<file path="src/rtl/dps_pkg.sv">
package dps_pkg;

    typedef enum logic [2:0] {
        POS_0 = 3'd0,
        POS_1 = 3'd1,
        POS_2 = 3'd2,
        POS_3 = 3'd3,
        POS_4 = 3'd4
    } pos_e;

    localparam int unsigned VALUE_W = 4;

endpackage

</file>
<file path="src/rtl/dps_tick_gen.sv">
module dps_tick_gen #(
    parameter int unsigned TICK_N = 4
) (
    input  logic clk,
    input  logic rst,
    output logic tick
);
    localparam int unsigned CNT_W = (TICK_N > 2) ? $clog2(TICK_N) : 1;
    localparam logic [CNT_W-1:0] LAST = CNT_W'(TICK_N - 1);

    logic [CNT_W-1:0] cnt_q;

    assign tick = (cnt_q == LAST);

    always_ff @(posedge clk) begin
        if (rst) begin
            cnt_q <= '0;
        end else if (tick) begin
            cnt_q <= '0;
        end else begin
            cnt_q <= cnt_q + 1'b1;
        end
    end

    // the pulse lasts a single cycle
    assert_tick_single_R4: assert property (@(posedge clk) disable iff (rst)
        tick |=> !tick);

    // after a pulse, counting restarts from zero
    assert_tick_restart_R4: assert property (@(posedge clk) disable iff (rst)
        tick |=> (cnt_q == '0));

endmodule

</file>
<file path="src/rtl/dps_step_fsm.sv">
module dps_step_fsm
    import dps_pkg::*;
(
    input  logic               clk,
    input  logic               rst,
    input  logic               tick,
    input  logic               run_en,
    input  logic               pattern_sel,
    output logic [VALUE_W-1:0] count_out
);
    pos_e state_q, state_d;
    logic seq_q, seq_d;
    logic step;

    assign step = tick & run_en;

    // next state and select latch
    always_comb begin
        state_d = state_q;
        seq_d   = seq_q;
        if (step) begin
            unique case (state_q)
                POS_0:   state_d = POS_1;
                POS_1:   state_d = POS_2;
                POS_2:   state_d = POS_3;
                POS_3:   state_d = POS_4;
                POS_4: begin
                    state_d = POS_0;
                    seq_d   = pattern_sel;
                end
                default: state_d = POS_0;
            endcase
        end
    end

    // state register
    always_ff @(posedge clk) begin
        if (rst) begin
            state_q <= POS_0;
            seq_q   <= pattern_sel;
        end else begin
            state_q <= state_d;
            seq_q   <= seq_d;
        end
    end

    // output decode
    always_comb begin
        unique case (state_q)
            POS_0:   count_out = 4'd0;
            POS_1:   count_out = seq_q ? 4'd5  : 4'd1;
            POS_2:   count_out = seq_q ? 4'd7  : 4'd2;
            POS_3:   count_out = seq_q ? 4'd11 : 4'd4;
            POS_4:   count_out = seq_q ? 4'd13 : 4'd8;
            default: count_out = 4'd0;
        endcase
    end

    // without an enabled tick the position holds
    assert_hold_no_step_R5: assert property (@(posedge clk) disable iff (rst)
        !(tick && run_en) |=> $stable(state_q));

    // an enabled tick in the last position returns to the start
    assert_wrap_to_start_R2: assert property (@(posedge clk) disable iff (rst)
        (tick && run_en && state_q == POS_4) |=> (state_q == POS_0));

    // the pattern latch only moves on a wrap
    assert_sel_latched_on_wrap_R6: assert property (@(posedge clk) disable iff (rst)
        !(tick && run_en && state_q == POS_4) |=> $stable(seq_q));

endmodule

</file>
<file path="src/rtl/dual_pattern_stepper.sv">
module dual_pattern_stepper #(
    parameter int unsigned CLK_FREQ_HZ    = 50_000_000,
    parameter int unsigned STEP_PERIOD_MS = 500
) (
    input  logic       clk,
    input  logic       rst,
    input  logic       run_en,
    input  logic       pattern_sel,
    output logic [3:0] count_out
);
    localparam int unsigned TICK_N = (CLK_FREQ_HZ / 1000) * STEP_PERIOD_MS;

    logic tick;

    dps_tick_gen #(
        .TICK_N (TICK_N)
    ) u_tick (
        .clk  (clk),
        .rst  (rst),
        .tick (tick)
    );

    dps_step_fsm u_fsm (
        .clk         (clk),
        .rst         (rst),
        .tick        (tick),
        .run_en      (run_en),
        .pattern_sel (pattern_sel),
        .count_out   (count_out)
    );

    // a reset edge leaves the output at zero
    assert_reset_zero_R1: assert property (@(posedge clk)
        rst |=> (count_out == 4'd0));

    // the output moves only on a tick edge
    assert_change_on_tick_R4: assert property (@(posedge clk) disable iff (rst)
        !tick |=> $stable(count_out));

    // only values from the two patterns appear
    assert_value_legal_R3: assert property (@(posedge clk) disable iff (rst)
        count_out inside {4'd0, 4'd1, 4'd2, 4'd4, 4'd8, 4'd5, 4'd7, 4'd11, 4'd13});

endmodule

</file>
<file path="config.mk">
export PLATFORM = sky130hd
export DESIGN_NAME = dual_pattern_stepper
export DESIGN_NICKNAME = d
export VERILOG_FILES = /design/src/rtl/dps_pkg.sv /design/src/rtl/dps_tick_gen.sv /design/src/rtl/dps_step_fsm.sv /design/src/rtl/dual_pattern_stepper.sv
export SDC_FILE = /design/constraint.sdc
export NUM_CORES = 1
export LEC_CHECK = 0
export ABC_AREA = 0
export BUFFER_PORTS_ARGS = -buffer_cell sky130_fd_sc_hd__buf_2
export CORE_ASPECT_RATIO = 0.75
export CORE_MARGIN = 3
export CORE_UTILIZATION = 35
export CTS_BUF_LIST = sky130_fd_sc_hd__clkbuf_8
export CTS_CLUSTER_DIAMETER = 50
export DETAILED_ROUTE_END_ITERATION = 6
export MAX_ROUTING_LAYER = met4
export PLACE_DENSITY_LB_ADDON = 0.05
export SLEW_MARGIN = 25
export SYNTH_ARGS = -nofsm -noshare
export SYNTH_HDL_FRONTEND = slang
export SYNTH_SLANG_ARGS = --single-unit
export TNS_END_PERCENT = 50
</file>
<file path="constraint.sdc">
create_clock -name clk -period 2.7 [get_ports clk]
set_clock_uncertainty 0.05 [all_clocks]
set_input_delay 0.135 -clock clk [delete_from_list [all_inputs] [get_ports clk]]
set_output_delay 0.135 -clock clk [all_outputs]
set_load 0.05 [all_outputs]
</file>
==> out/qor.txt <==
Result of the run - completed
Total length of routed wires - 3130 um
Relative slew slack - 66.1%
Critical path startpoint category - flip-flop
Ys Warns - 0
Die Ht - 61.9 um
Synth Cell Area - 1460 um2
Routed Antenna Nets - 0
Worst Tran Pin Value - 0.502 ns
Ranking of synthesized cells by area - dfxtp_1 38%, xnor2_1 6.0%, nor2_1 5.9%
Via count of the first global-routing pass - 1,102
Portion of the post-synthesis area used by sequential elements - 40.5%
Antenna fix cells - 0
Setup bufs post-CTS - 0
Number of cells upsized or downsized after cts - 0
Final Hold Vio Count - 0
Final #Nets - 190
Floorplan die area - 4990 um2
Drt first pass iters - 4
Min Clock Period, post-route - 2.13 ns
Largest fanout on the critical path - 11
Synthesized instance count - 175
Std-Cell Rows - 19
Count of placed standard cells including taps - 229
CTS tree - yes
Highest attainable clock frequency - 469 MHz
Core Region - 3830 um2
Max Cap Violations - 0
Filler-free cell count of the finished design - 238
Reg clk slew, reported paths - 0.07 ns
Detailed-route vias per instance - 5.39
Hold-fix buffer count after cts - 1
Final setup violation count - 0
Unrepaired setup endpoints after global routing - false
Flip-flop cell with the highest count after synthesis - dfxtp_1
DR DRC count - 0
Max-slew violations - 0
Maximum number of pins on one net before global-route repair - 13
Crit share post-route - 78.9%
Routability cong. - 0.809
Biggest area consumer among synthesized cells - dfxtp_1
Dominant cell by count in the synthesized netlist - dfxtp_1
Final std cell area, no fill - 1650 um2
Dominant delay contributor by cell family on the critical path - simple AND/OR/NAND/NOR gates
H-Tree Level Count - 2
Yosys top cell area share - 38.4%
Area delta synth->final - 13.0%
Static leakage - 0.523 nW
Initial standard-cell utilization of the core - 38.1%
Overall routing resource usage - 14.7%
Maximum number of buffers from clock root to sink - 2
Biggest cell delay along the critical path - 0.55 ns
Seq cells post-synth - 29
Crit path buffers/inverters - 0
DR vias - 1,283
Worst supply voltage drop on vdd - 0.282 mV
CP Capture Type - flip-flop
Cell with the largest stage delay on the worst path - or3_1
Global-route wire length before repair - 5250 um
Number of buffers added by the clock tree synthesis step - 5
Number of primary I/O pins - 8
Worst skew pair latency - 0.29 ns
DP Wirelength - 2260 um
Sum of overflow across all layers after global routing - 0
Count of routing violations after the opening detailed-route iteration - 57
Number of flops mapped to enable cells by yosys - 1
Setup Crit Path Kind - flip-flop to flip-flop
Library cell used as clock root buffer - clkbuf_8
Core utilization of the finished layout - 43.1%
P per Cell Area - 547 nW/um2
Worst path cell trace - ha_1, nand4_1, or3_1, or4_1, a21oi_1
Filler cell count in the final layout - 377
Syn_area_per_cell - 8.34 um2
Net count after synthesis - 180
WHS - 0.0714 ns
Number of buffer cells added on primary ports - 7
Signal arrival time at the worst endpoint - 2.30 ns
Commonest cells in the synthesized netlist - 28 x dfxtp_1, 23 x nor2_1, 12 x a21oi_1
Antenna violations before repair - 0
Placement Cell Area - 1540 um2
DR WL/cell - 13.1 um
Die width - 80.6 um
Worst hold-check path type - input port to flip-flop
Number of different library cells in the post-synthesis netlist - 36
Number of sinks driven by the clock tree - 29
Fraction of synthesis flops using an asynchronous set or reset pin - 0%
Critical path data required time - 2.87 ns
Share of final-layout standard cells stronger than drive strength 1 - 11.3%
TNS Setup - 0 ns
[power by group]
part	internal [mW]	switching, mW	total (mW)
clock	0.230	0.164	0.394
sequential	0.438	0.00912	0.447
combinational	0.0191	0.0410	0.0601
[cell usage in the layout (no fill, tap or decap), types with 2 or more instances in the layout]
cell type	count
o31ai_1	5
or4_1	7
and4_1	2
inv_1	5
clkbuf_8	7
nor2_1	23
o21ai_0	9
buf_2	7
nand3_1	8
xnor2_1	10
nand4_1	11
xor2_1	5
nor4_1	4
nor3_1	2
buf_4	2
nor4b_1	2
dfxtp_1	28
a21oi_1	12
nand2_1	10
and2_1	2
or3_1	7
and3_1	3
[logic make-up after synthesis]
group           share of synthesized area (%)
fa+ha+maj                               0.857
simple gates                             33.4
flops                                    40.5
xor+xnor                                 9.00
compound gates                           12.5
buf+inv                                  3.77
[path summary, 6_finish.rpt]
kind | from | to | slack, ns | cells after the start
min reg2reg | u_tick.cnt_q[0] | u_tick.cnt_q[0] | 0.41 | 1
max | u_tick.cnt_q[0] | u_tick.cnt_q[24] | 0.57 | 5
min | rst | u_tick.cnt_q[2] | 0.07 | 2
max reg2reg | u_tick.cnt_q[0] | u_tick.cnt_q[24] | 0.57 | 5
[area by class of cell]
type	count	area (um2)	area share, %
Clock inverter	1	5.00	0.303
Clock buffer	7	96.3	5.84
Inverter	5	18.8	1.14
Sequential cell	29	591	35.8
Tap cell	52	65.1	3.95
Multi-Input combinational cell	134	813	49.3
Timing Repair Buffer	10	60.1	3.64
[layer usage]
layer	vias up	share of wire, %	track usage [%]
li1	664	-	-
met1	596	53	19.5
met2	15	42	20.6
met3	8	3.3	4.32
met4	0	1.8	6.51
met5	-	0	-
[stage by stage]
step | worst slack, ns | power [mW]
2_1_floorplan | 0.758 | 0.499
3_3_place_gp | 0.608 | 0.516
3_5_place_dp | 0.576 | 0.516
4_1_cts | 0.551 | 0.913
5_1_grt | 0.408 | 0.938
6_report | 0.569 | 0.901
[sequential cells by signal, summed over array words and instances (netlist names)]
signal / cells
u_fsm.state_q: 3
u_fsm.seq_q: 1
u_tick.cnt_q: 25
Note: power is estimated with default switching activity, not from simulation.
